File: src/rtl/dma_pkg.sv
package dma_pkg;
  typedef enum logic [1:0] {ST_IDLE, ST_READ, ST_WRITE} xfer_state_e;

  localparam int CB_UNIT = 0;
  localparam int CB_MODE = 1;
  localparam int CB_REQ  = 2;
  localparam int CB_EN   = 3;
  localparam int CB_SFWD = 4;
  localparam int CB_DFWD = 5;
  localparam int CTRL_W  = 6;

  localparam logic [1:0] RO_CTRL = 2'd0;
  localparam logic [1:0] RO_SRC  = 2'd1;
  localparam logic [1:0] RO_DST  = 2'd2;
  localparam logic [1:0] RO_CNT  = 2'd3;
endpackage

File: src/rtl/dma_ctrl_reg.sv
module dma_ctrl_reg
  import dma_pkg::*;
(
  input  logic              clk,
  input  logic              rst_n,
  input  logic              wr_en,
  input  logic [CTRL_W-1:0] wr_val,
  input  logic              hw_req,
  input  logic              start,
  input  logic              stop,
  output logic [CTRL_W-1:0] ctrl
);
  logic [CTRL_W-1:0] ctrl_d;

  always_comb begin
    ctrl_d = ctrl;
    if (start) ctrl_d[CB_REQ] = 1'b0;
    if (stop)  ctrl_d[CB_EN]  = 1'b0;
    if (wr_en) begin
      ctrl_d = wr_val;
      if (wr_val[CB_SFWD] && wr_val[CB_DFWD]) ctrl_d[CB_DFWD] = 1'b0;
    end
    if (hw_req) ctrl_d[CB_REQ] = 1'b1;
  end

  always_ff @(posedge clk) begin
    if (!rst_n) ctrl <= '0;
    else        ctrl <= ctrl_d;
  end

  AST_ONE_DIR_FIXED: assert property (@(posedge clk) disable iff (!rst_n)
    !(ctrl[CB_SFWD] && ctrl[CB_DFWD]));

  AST_REQ_SETS: assert property (@(posedge clk) disable iff (!rst_n)
    hw_req |=> ctrl[CB_REQ]);
endmodule

File: src/rtl/dma_addr_cnt.sv
module dma_addr_cnt #(
  parameter int AW = 16,
  parameter int CW = 16
) (
  input  logic          clk,
  input  logic          rst_n,
  input  logic          wr_src,
  input  logic          wr_dst,
  input  logic          wr_cnt,
  input  logic [AW-1:0] wr_val,
  input  logic          step,
  input  logic          unit_byte,
  input  logic          src_fwd,
  input  logic          dst_fwd,
  input  logic          repeat_mode,
  output logic [AW-1:0] src,
  output logic [AW-1:0] dst,
  output logic [CW-1:0] cnt,
  output logic          cnt_zero
);
  logic [AW-1:0] src_rl, dst_rl, inc;
  logic [CW-1:0] cnt_rl;

  assign cnt_zero = (cnt == '0);
  assign inc      = unit_byte ? AW'(1) : AW'(2);

  always_ff @(posedge clk) begin
    if (!rst_n) begin
      src <= '0; dst <= '0; cnt <= '0;
      src_rl <= '0; dst_rl <= '0; cnt_rl <= '0;
    end else begin
      if (step) begin
        if (cnt_zero && repeat_mode) begin
          cnt <= cnt_rl;
          if (src_fwd) src <= src_rl;
          if (dst_fwd) dst <= dst_rl;
        end else begin
          if (!cnt_zero) cnt <= cnt - CW'(1);
          if (src_fwd) src <= src + inc;
          if (dst_fwd) dst <= dst + inc;
        end
      end
      if (wr_src) begin src <= wr_val; src_rl <= wr_val; end
      if (wr_dst) begin dst <= wr_val; dst_rl <= wr_val; end
      if (wr_cnt) begin cnt <= wr_val[CW-1:0]; cnt_rl <= wr_val[CW-1:0]; end
    end
  end

  AST_CNT_DECR: assert property (@(posedge clk) disable iff (!rst_n)
    (step && !cnt_zero && !wr_cnt) |=> cnt == $past(cnt) - CW'(1));

  AST_FIXED_SRC: assert property (@(posedge clk) disable iff (!rst_n)
    (step && !src_fwd && !wr_src) |=> $stable(src));
endmodule

File: src/rtl/dma_xfer_fsm.sv
module dma_xfer_fsm
  import dma_pkg::*;
#(
  parameter int DW = 16
) (
  input  logic          clk,
  input  logic          rst_n,
  input  logic          enabled,
  input  logic          pending,
  input  logic          bus_ready,
  input  logic [DW-1:0] bus_rdata,
  output logic          start,
  output logic          complete,
  output logic          bus_valid,
  output logic          bus_write,
  output logic          at_read,
  output logic [DW-1:0] bus_wdata
);
  xfer_state_e state, state_d;
  logic [DW-1:0] data_q;

  assign start     = (state == ST_IDLE) && enabled && pending;
  assign complete  = (state == ST_WRITE) && bus_ready;
  assign bus_valid = (state != ST_IDLE);
  assign bus_write = (state == ST_WRITE);
  assign at_read   = (state == ST_READ);
  assign bus_wdata = data_q;

  always_comb begin
    state_d = state;
    case (state)
      ST_IDLE:  if (start)     state_d = ST_READ;
      ST_READ:  if (bus_ready) state_d = ST_WRITE;
      ST_WRITE: if (bus_ready) state_d = ST_IDLE;
      default:                 state_d = ST_IDLE;
    endcase
  end

  always_ff @(posedge clk) begin
    if (!rst_n) begin
      state  <= ST_IDLE;
      data_q <= '0;
    end else begin
      state <= state_d;
      if (state == ST_READ && bus_ready) data_q <= bus_rdata;
    end
  end

  AST_START_READS: assert property (@(posedge clk) disable iff (!rst_n)
    start |=> bus_valid && !bus_write);

  AST_IDLE_DISABLED: assert property (@(posedge clk) disable iff (!rst_n)
    (state == ST_IDLE && !enabled) |=> !bus_valid);

  AST_READ_THEN_WRITE: assert property (@(posedge clk) disable iff (!rst_n)
    (at_read && bus_ready) |=> bus_valid && bus_write);
endmodule

File: src/rtl/dma_channel.sv
module dma_channel
  import dma_pkg::*;
#(
  parameter int AW = 16,
  parameter int CW = 16,
  parameter int DW = 16
) (
  input  logic          clk,
  input  logic          rst_n,
  input  logic          reg_we,
  input  logic [1:0]    reg_addr,
  input  logic [AW-1:0] reg_wdata,
  output logic [AW-1:0] reg_rdata,
  input  logic          dreq,
  output logic          bus_valid,
  input  logic          bus_ready,
  output logic          bus_write,
  output logic          bus_byte,
  output logic [AW-1:0] bus_addr,
  output logic [DW-1:0] bus_wdata,
  input  logic [DW-1:0] bus_rdata,
  output logic          done_irq
);
  logic [CTRL_W-1:0] ctrl;
  logic [AW-1:0]     src, dst;
  logic [CW-1:0]     cnt;
  logic              cnt_zero, start, complete, at_read, underflow, ctrl_we;

  assign ctrl_we   = reg_we && (reg_addr == RO_CTRL);
  assign underflow = complete && cnt_zero;
  assign bus_byte  = ctrl[CB_UNIT];

  dma_ctrl_reg u_ctrl (
    .clk(clk), .rst_n(rst_n), .wr_en(ctrl_we), .wr_val(reg_wdata[CTRL_W-1:0]),
    .hw_req(dreq), .start(start), .stop(underflow && !ctrl[CB_MODE]), .ctrl(ctrl)
  );

  dma_addr_cnt #(.AW(AW), .CW(CW)) u_addr (
    .clk(clk), .rst_n(rst_n),
    .wr_src(reg_we && reg_addr == RO_SRC),
    .wr_dst(reg_we && reg_addr == RO_DST),
    .wr_cnt(reg_we && reg_addr == RO_CNT),
    .wr_val(reg_wdata), .step(complete), .unit_byte(ctrl[CB_UNIT]),
    .src_fwd(ctrl[CB_SFWD]), .dst_fwd(ctrl[CB_DFWD]), .repeat_mode(ctrl[CB_MODE]),
    .src(src), .dst(dst), .cnt(cnt), .cnt_zero(cnt_zero)
  );

  dma_xfer_fsm #(.DW(DW)) u_fsm (
    .clk(clk), .rst_n(rst_n), .enabled(ctrl[CB_EN]), .pending(ctrl[CB_REQ]),
    .bus_ready(bus_ready), .bus_rdata(bus_rdata), .start(start), .complete(complete),
    .bus_valid(bus_valid), .bus_write(bus_write), .at_read(at_read), .bus_wdata(bus_wdata)
  );

  assign bus_addr = at_read ? src : dst;

  always_comb begin
    case (reg_addr)
      RO_CTRL: reg_rdata = AW'(ctrl);
      RO_SRC:  reg_rdata = src;
      RO_DST:  reg_rdata = dst;
      default: reg_rdata = AW'(cnt);
    endcase
  end

  always_ff @(posedge clk) begin
    if (!rst_n) done_irq <= 1'b0;
    else        done_irq <= underflow;
  end

  AST_BEAT_HELD: assert property (@(posedge clk) disable iff (!rst_n)
    (bus_valid && !bus_ready) |=> bus_valid && $stable(bus_addr) && $stable(bus_write));

  AST_IRQ_PULSE: assert property (@(posedge clk) disable iff (!rst_n)
    done_irq |=> !done_irq);

  AST_SINGLE_DISARM: assert property (@(posedge clk) disable iff (!rst_n)
    (done_irq && !ctrl[CB_MODE] && !$past(ctrl_we)) |-> !ctrl[CB_EN]);

  AST_REPEAT_ARMED: assert property (@(posedge clk) disable iff (!rst_n)
    (underflow && ctrl[CB_MODE] && !ctrl_we) |=> ctrl[CB_EN]);
endmodule

File: config.mk
export PLATFORM = sky130hd
export DESIGN_NAME = dma_channel
export DESIGN_NICKNAME = d
export VERILOG_FILES = /design/src/rtl/dma_pkg.sv /design/src/rtl/dma_ctrl_reg.sv /design/src/rtl/dma_addr_cnt.sv /design/src/rtl/dma_xfer_fsm.sv /design/src/rtl/dma_channel.sv
export SDC_FILE = /design/constraint.sdc
export NUM_CORES = 1
export LEC_CHECK = 0
export BUFFER_PORTS_ARGS = -buffer_cell sky130_fd_sc_hd__buf_4
export CAP_MARGIN = 20
export CORE_MARGIN = 8
export CORE_UTILIZATION = 45
export DETAILED_ROUTE_END_ITERATION = 10
export GPL_TIMING_DRIVEN = 0
export PLACE_DENSITY = 0.72
export SYNTH_ARGS = -nofsm -noshare
export SYNTH_HDL_FRONTEND = slang
export SYNTH_HIERARCHICAL = 1
export SYNTH_SLANG_ARGS = --single-unit
File: constraint.sdc
create_clock -name clk -period 2.3 [get_ports clk]
set_clock_uncertainty 0.15 [all_clocks]
set_input_delay 0.46 -clock clk [delete_from_list [all_inputs] [get_ports clk]]
set_output_delay 0.46 -clock clk [all_outputs]
set_load 0.005 [all_outputs]
==> flow_summary.ini, run 1 <==
[outcome]
status = finished with violations
violations = negative setup slack

[drt]
dr.pass1.iters = 6
num_vias = 6986
via_per_inst = 6.334
m1WireLength_um = 10460
wl_per_cell_um = 22.78
routed.top_layer = met4
first_iter_violations = 901
wl_met2_um = 10630
dr_wl_met3_um = 2916
remaining_drc_errors = 0
routed_wl_um = 25120
ant_nets = 0

[critical_path]
crit_fanout = 5
criticalPathCategory = reg -> out
start_kind = flop
cp.required_ns = 1.69
r2r-end = u_addr/cnt[4]
arrival_ns = 1.75
cp-end-kind = primary output
rr_worst_depth = 10
regToRegSetupSlack_ns = -0.06
r2r_start = u_addr/cnt[4]

[grt]
grt.total_usage_pct = 24.45
grt_max_degree = 17
grt_antenna_before_repair = 0
grt_pass1_vias = 6351
grt_pass1_wl_um = 36980
grt-ovfl-total = 0

[yosys]
synth.avg_cell_area_um2 = 8.873
ys_types = 79
yosysTopAreaCell = dfxtp_1
ys_top_cells_by_count = 121 x dfxtp_1, 86 x nor2_1, 74 x nand2_1
synth_edf_count = 0
netlist_top_cells_area = dfxtp_1 36%, mux2i_1 9.4%, nor2_1 4.8%, nand2_1 4.1%, mux2_2 3.2%
synth_nets = 810
ys_warn_count = 6
synth_seq_cells = 121
yosysSeqAreaShare_pct = 35.73
yosysTopAreaCellShare_pct = 35.73
synth-async-reset-ratio_pct = 0
synthFlopType = dfxtp_1
syn_inst = 764
synth_most_common_cell = dfxtp_1
synthesis.area_mm2 = 0.006779

[finish]
final_util_pct = 60.99
drive_above_1_share_pct = 31.15
antenna_cells = 0
area_growth_syn_to_layout_pct = 34.75
nNetsFinal = 949

[place]
place_hpwl_um = 16390
io_buffers = 90
place_congestion = 0.9908

[floorplanning]
rows = 45
core-area_mm2 = 0.01498
die_x_um = 138.7
die_y_um = 138.7
pin_count = 91
dieArea_mm2 = 0.01925
start_util_pct = 45.26

[sta]
tightest_slew_ns = 0.9069
fin_crit_sh_pct = 102.8
finalSetupTns_ns = -0.3359
fmax_ghz = 0.4229
slew_headroom_pct = 39.54
setup_viol = 14
holdWs_ns = 0.1427
rsz0062_at_grt = true
slew_violations = 0
hold_viol = 0
setup_ws_ns = -0.06439
post-route-min-period_ns = 2.364

[flow_run]
maxCapViolCount = 0

[power_and_ir_drop]
powerDensity_mw_per_mm2 = 646.2
peakVddDrop_mv = 0.5541
p_leak_nw = 3.631

[clock_tree]
cts.sinks = 121
cts_tree = done
clk_path_buf_depth = 2
ctsHtreeMaxLevel = 4
cts_inserted_buffers = 17
clk_latency_ns = 0.42
clk_pin_slew_ns = 0.06
root_buffer = clkbuf_16

[worst_hold_path]
hold_start = bus_rdata[6]
hp-class = in -> reg
holdPathStages = 3
min_to = u_fsm/bus_wdata[6]
==> power by group <==
group	internal (mW)	total (mW)	switching (mW)
clock	1.79	2.74	0.955
sequential	2.16	2.26	0.0975
combinational	0.433	0.901	0.468
==> cell type report <==
cell class,instances,area (µm²)
Sequential cell,121,2435
Multi-Input combinational cell,581,4357
Timing Repair Buffer,122,1059
Fill cell,1259,5842
Clock buffer,25,525.5
Clock inverter,6,85.08
Buffer,48,391.6
Inverter,12,47.55
Tap cell,188,235.2
==> stage by stage <==
stage | total power, mW | worst slack [ns] | instances | area (µm²)
floorplan | 2.714 | 0.003603 | 764 | 6780
global placement | 2.988 | -0.7664 | 1042 | 7691
detailed placement | 2.995 | -0.7650 | 1042 | 7691
CTS | 5.816 | -0.03944 | 1094 | 8787
global route | 6.060 | -0.1130 | 1103 | 9135
finish | 5.903 | -0.06439 | 1103 | 9135
==> cell usage in the layout, fill, tap and decap left out, drive strengths merged, types with 3 or more instances in the layout <==
cell,instances
clkbuf,45
xnor2,11
o31ai,3
nor2,87
ha,5
mux2i,64
o211ai,3
mux2,28
nor3b,3
and3,9
buf,149
a21oi,33
o2111a,3
a211oi,8
a221o,7
mux4,6
dfxtp,121
nand4,10
nand2b,8
a21boi,4
a311o,5
clkinv,3
nand3,18
nor3,17
a31o,4
xor2,12
and2,7
a211o,3
a22oi,16
nor2b,5
a22o,12
a21o,4
nor4,16
or3,4
or2,4
nand2,74
o21a,3
inv,11
o22ai,16
o21ai,38
==> critical path, stage by stage (launching register included) <==
cell	delay, ns
dfxtp_2	0.33
and2b_4	0.35
buf_8	0.15
mux2_2	0.35
buf_4	0.14
==> metal layers <==
metal | GRT usage [%] | vias up
met1 | 31.11 | 3298
li1 | - | 3084
met5 | 0 | -
met3 | 8.675 | 100
met4 | 14.27 | 0
met2 | 34.99 | 504
==> cells by family after synthesis <==
family	synth area share, %
AND/OR/NAND/NOR	20.49
AO/OA/AOI/OAI	17.74
flip-flops	35.73
multiplexers	16.65
buffers and inverters	4.910
XOR/XNOR	2.972
adder cells (fa/ha/maj)	1.513
==> worst max-delay path by stage <==
stage / startpoint / endpoint / slack, ns / cells after the start
6_report: u_fsm/state[1] / bus_addr[5] / -0.06 / 4
5_1_grt: u_addr/cnt[1] / u_addr/cnt[4] / -0.11 / 11
4_1_cts: u_fsm/state[1] / bus_addr[0] / -0.04 / 4
3_5_place_dp: reg_addr[0] / u_addr/src_rl[11] / -0.76 / 10
3_3_place_gp: reg_addr[0] / u_addr/src_rl[11] / -0.77 / 10
2_1_floorplan: reg_addr[0] / u_addr/src_rl[11] / 0.004 / 9
==> sequential cells by signal, summed over array words and instances, names as in the netlist <==
register / flops
u_addr/dst_rl: 16
u_ctrl/ctrl: 6
u_addr/src: 16
u_addr/src_rl: 16
u_addr/cnt_rl: 16
u_fsm/bus_wdata: 16
done_irq: 1
u_addr/cnt: 16
u_fsm/state: 2
u_addr/dst: 16
==> repair_timing <==
item	CTS	global route
endpoints found under the setup margin	107	83
pin swaps	8	21
resized for setup	65	90
buffers inserted	20	9
hold buffers	0	0
cloned	3	2
Power figures use the tool's default switching activity.
==> inputs of run 2 (changes only) <==
- CTS_BUF_LIST: not set -> sky130_fd_sc_hd__clkbuf_2 sky130_fd_sc_hd__clkbuf_4 sky130_fd_sc_hd__clkbuf_8
==> run 2 against run 1 <==
Critical path depth is the same; via count down 0.40%; first-iteration DRC count fell by 15%; die area is the same; clock-buffer cell count unchanged; the flow still finishes with violations (negative setup slack); sequential share of layout area increased by 1.0 points; critical endpoint is now bus_addr[4]; cell area shrank 3.5%; clock power shrank 26%; routed wire length down 2.4%; sequential power hardly changed.
==> flow_summary.ini, run 2 (synthesized netlist as in run 1, its figures left out) <==
[finish]
final_util_pct = 58.88
drive_above_1_share_pct = 30.09
area_growth_syn_to_layout_pct = 30.08
antenna_cells = 0
nNetsFinal = 948
fillers = 1317
final_cell_count_no_fill = 1102
multi_input_area_mm2 = 0.004275
regArea_mm2 = 0.002439
final_common_cell = dfxtp_1
mostFrequentLayoutCells = 114 x dfxtp_1, 107 x buf_4, 85 x nor2_1, 74 x nand2_1, 64 x mux2i_1

[place]
place_hpwl_um = 16390
io_buffers = 90
dp_cells = 1042
place_congestion = 0.9908

[clock_tree]
cts.sinks = 121
cts_inserted_buffers = 17
clk_path_buf_depth = 2
root_buffer = clkbuf_8
clk_latency_ns = 0.45
ctsHtreeMaxLevel = 4
clk_pin_slew_ns = 0.07
cts_tree = done

[critical_path]
criticalPathCategory = reg -> out
critical_path.top_delay_family = multiplexers
path_cells = and2b_4 -> buf_4 -> mux2_2 -> buf_4
path_buf_inv = 2
cp.required_ns = 1.69
cp-end-kind = primary output
start_kind = flop
arrival_ns = 1.77
max_stage_delay_ns = 0.35
cp_slowest_cell = mux2_2
path_common_cell = buf_4
cp.depth = 4
rr_worst_depth = 9
crit_fanout = 5

[worst_hold_path]
hp-class = in -> reg
holdPathStages = 3

[grt]
grt_pass1_vias = 6220
grt_antenna_before_repair = 0
grt_max_degree = 17
grt.total_usage_pct = 24.23
grt_pass1_wl_um = 36670
grt-ovfl-total = 0

[power_and_ir_drop]
p_leak_nw = 3.521
peakVddDrop_mv = 0.3883
p_total_mw = 5.156
powerDensity_mw_per_mm2 = 584.7

[outcome]
status = finished with violations
violations = negative setup slack

[floorplanning]
die_x_um = 138.7
pin_count = 91
die_y_um = 138.7
core-area_mm2 = 0.01498
dieArea_mm2 = 0.01925
rows = 45
start_util_pct = 45.26

[drt]
first_iter_violations = 765
remaining_drc_errors = 0
wl_per_cell_um = 22.26
via_per_inst = 6.314
dr.pass1.iters = 6
ant_nets = 0
num_vias = 6958
routed_wl_um = 24530

[sta]
slew_violations = 0
setup_ws_ns = -0.07792
tightest_slew_ns = 0.8359
rsz0062_at_grt = true
finalSetupTns_ns = -0.5852
hold_viol = 0
fin_crit_sh_pct = 103.4
fmax_ghz = 0.4205
setup_viol = 20
post-route-min-period_ns = 2.378
slew_headroom_pct = 44.27
holdWs_ns = 0.1050

[flow_run]
maxCapViolCount = 0
-- run 2: metrics by stage --
stage          setup WS (ns)  area (µm²)
2_1_floorplan       0.003603        6780
3_3_place_gp         -0.7664        7691
3_5_place_dp         -0.7650        7691
4_1_cts             -0.06796        8567
5_1_grt              -0.1260        8818
6_report            -0.07792        8818
-- run 2: worst paths after layout --
path / start / end / slack, ns
worst max register to register: u_addr/cnt[0] / u_addr/cnt[0] / -0.01
worst min-delay path: bus_rdata[4] / u_fsm/bus_wdata[4] / 0.10
worst max-delay path: u_fsm/state[1] / bus_addr[4] / -0.08
worst min register to register: u_fsm/bus_wdata[0] / u_fsm/bus_wdata[0] / 0.31
-- run 2: final cells by class --
type	instances	area share, %
Timing Repair Buffer	120	11.48
Clock inverter	6	0.9648
Buffer	49	4.370
Tap cell	188	2.667
Inverter	12	0.5533
Clock buffer	25	3.831
Sequential cell	121	27.65
Multi-Input combinational cell	581	48.48
-- run 2: report_power, final --
| group | switching (mW) | internal [mW] | total [mW] |
|---|---|---|---|
| sequential | 0.0946 | 2.16 | 2.25 |
| combinational | 0.457 | 0.416 | 0.873 |
| clock | 0.862 | 1.17 | 2.03 |
| total | 1.41 | 3.74 | 5.16 |
-- run 2: repair_timing --
action	in CTS	in global routing
pin swaps	5	24
hold buffers	0	0
gates cloned	3	1
setup endpoints to repair	102	83
buffers inserted	17	11
endpoints found under the hold margin	0	0
gates resized for setup	66	60
-- run 2: worst reg2reg max path: cells and delay by family, from the launching register on --
kind | cells | cell delay, ns
AND/OR/NAND/NOR | 3 | 0.64
adder cells (fa/ha/maj) | 1 | 0.14
AO/OA/AOI/OAI | 2 | 0.59
flip-flops | 1 | 0.34
buffers and inverters | 3 | 0.40
-- run 2: metal layers --
metal	track usage, %	routed length [µm]	up-vias
met2	34.47	10370	473
met3	6.678	2811	89
met5	0	0	-
li1	-	-	3096
met4	12.71	910	0
met1	32.65	10440	3300
==> inputs of run 3 (changes only) <==
- BUFFER_PORTS_ARGS: -buffer_cell sky130_fd_sc_hd__buf_4 -> not set
- DONT_BUFFER_PORTS: not set -> 1
- PLACE_DENSITY: 0.72 -> 0.67
==> run 3 against run 2 <==
The flow now finishes without violations; critical path depth increased by 1; non-clock buffer count is 60 lower; die area did not move; largest cell class unchanged.
==> flow_summary.ini, run 3 (synthesized netlist as in run 1, its figures left out) <==
[finish]
final_common_cell = dfxtp_1
drive_above_1_share_pct = 20.49
final_cell_count_no_fill = 1043
area_growth_syn_to_layout_pct = 22.33
final_util_pct = 55.37
nNetsFinal = 887
mostFrequentLayoutCells = 113 x dfxtp_1, 82 x nor2_1, 74 x nand2_1, 64 x mux2i_1

[drt]
via_per_inst = 6.331
dr.pass1.iters = 5
ant_nets = 0
num_vias = 6603
first_iter_violations = 685
routed_wl_um = 24310
wl_per_cell_um = 23.30
remaining_drc_errors = 0

[sta]
fmax_ghz = 0.4416
setup_viol = 0
fin_crit_sh_pct = 98.46
slew_headroom_pct = 49.70
rsz0062_at_grt = true
post-route-min-period_ns = 2.265
tightest_slew_ns = 0.7544
slew_violations = 0
hold_viol = 0

[floorplanning]
die_x_um = 138.7
rows = 45
core-area_mm2 = 0.01498
dieArea_mm2 = 0.01925
die_y_um = 138.7
start_util_pct = 45.26
pin_count = 91

[clock_tree]
clk_latency_ns = 0.45
cts.sinks = 121
clk_pin_slew_ns = 0.08
cts_inserted_buffers = 17
clk_path_buf_depth = 2
ctsHtreeMaxLevel = 4
cts_tree = done
root_buffer = clkbuf_8

[power_and_ir_drop]
peakVddDrop_mv = 0.4103
powerDensity_mw_per_mm2 = 598.5
p_leak_nw = 3.113

[grt]
grt_pass1_wl_um = 36070
grt_pass1_vias = 6029
grt-ovfl-total = 0
grt_antenna_before_repair = 1
grt_max_degree = 17
grt.total_usage_pct = 24.23

[critical_path]
r2r-end = u_addr/cnt[9]
cp-end-kind = flop
cp-startpoint = u_addr/cnt[2]
rr_worst_depth = 5
criticalPathCategory = reg -> reg
regToRegSetupSlack_ns = 0.04
cp.required_ns = 2.49
r2r_start = u_addr/cnt[2]
setup.worst_path.end = u_addr/cnt[9]
start_kind = flop
arrival_ns = 2.45
crit_fanout = 6

[flow_run]
maxCapViolCount = 0

[worst_hold_path]
hp-class = in -> reg

[place]
place_congestion = 0.9343
io_buffers = 0
place_hpwl_um = 16090
dp_cells = 952

[outcome]
status = complete, no violations
[run 3: changes by cell type in the layout (fill, tap and decap cells not counted), moves of 3 or more]
cell	before	now
clkbuf_8	24	20
buf_6	20	11
mux2_2	9	15
nor2_2	0	3
dlygate4sd3_1	0	36
buf_4	107	20
o21ai_1	5	1
o21ai_0	30	36
buf_2	6	10
a21oi_2	3	0
mux2_4	19	13
nor2_1	85	82
clkinv_4	0	4
clkbuf_4	6	1
[run 3: metrics by stage]
| stage | setup TNS [ns] | setup WS [ns] | hold WS (ns) | instance area [µm²] | power, mW |
|---|---|---|---|---|---|
| 3_5_place_dp | -40.46 | -0.6351 | 0.3047 | 7015 | 2.863 |
| 5_1_grt | -0.09746 | -0.02679 | 0.002930 | 8290 | 5.165 |
| 2_1_floorplan | 0 | 0.003603 | 0.2910 | 6780 | 2.714 |
| 6_report | 0 | 0.03548 | 0.01720 | 8293 | 4.964 |
| 4_1_cts | 0 | 0.004989 | 0.00004347 | 7988 | 4.918 |
| 3_3_place_gp | -40.38 | -0.6380 | 0.3009 | 7015 | 2.859 |
[run 3: worst min-delay path by stage]
stage / from / end / slack [ns] / depth (start not counted)
5_1_grt: reg_wdata[13] / u_addr/src_rl[13] / 0.003 / 2
2_1_floorplan: u_addr/src_rl[4] / u_addr/src_rl[4] / 0.29 / 2
6_report: reg_wdata[9] / u_addr/cnt_rl[9] / 0.02 / 2
3_5_place_dp: u_addr/dst_rl[3] / u_addr/dst_rl[3] / 0.30 / 2
4_1_cts: reg_wdata[7] / u_addr/cnt_rl[7] / 0.00004 / 2
3_3_place_gp: u_addr/dst_rl[3] / u_addr/dst_rl[3] / 0.30 / 2
[run 3: power breakdown]
| group | internal [mW] | switching [mW] | leakage, nW |
|---|---|---|---|
| combinational | 0.354 | 0.396 | 1.93 |
| clock | 1.03 | 0.932 | 0.199 |
| sequential | 2.16 | 0.0946 | 0.987 |
| total | 3.54 | 1.42 | 3.11 |
[run 3: cell type report]
cell class                 count  area, µm²
antenna                        1      2.502
buffer                        49      332.8
clock buffer                  19      261.5
clock inverter                13      145.1
fill                        1314       6684
inverter                      12      45.04
multi-input combinational    580       4219
sequential                   121       2437
tap                          188      235.2
timing repair buffer          60      614.3
[run 3: what timing repair did]
action                                  CTS  global route
gates cloned                              1             1
resized for setup                        40            43
pin swaps                                 5            11
hold buffers                             34             2
buffers inserted                          9            13
endpoints found under the hold margin    55             2
endpoints found under the setup margin   76            84
[run 3: routing by layer]
metal / vias to the layer above / global-route usage (%) / part of all wire, %
li1: 2968 / - / -
met1: 3147 / 30.79 / 41
met2: 429 / 35.61 / 43
met3: 59 / 8.365 / 12
met4: 0 / 12.54 / 4.1
met5: - / 0 / 0
[run 3: worst max-delay path: stages, from the launching register on]
cell      delay, ns
dfxtp_1        0.41
or4_1          0.73
nor4_1         0.32
xnor2_1        0.19
a211oi_2       0.09
a221o_1        0.26
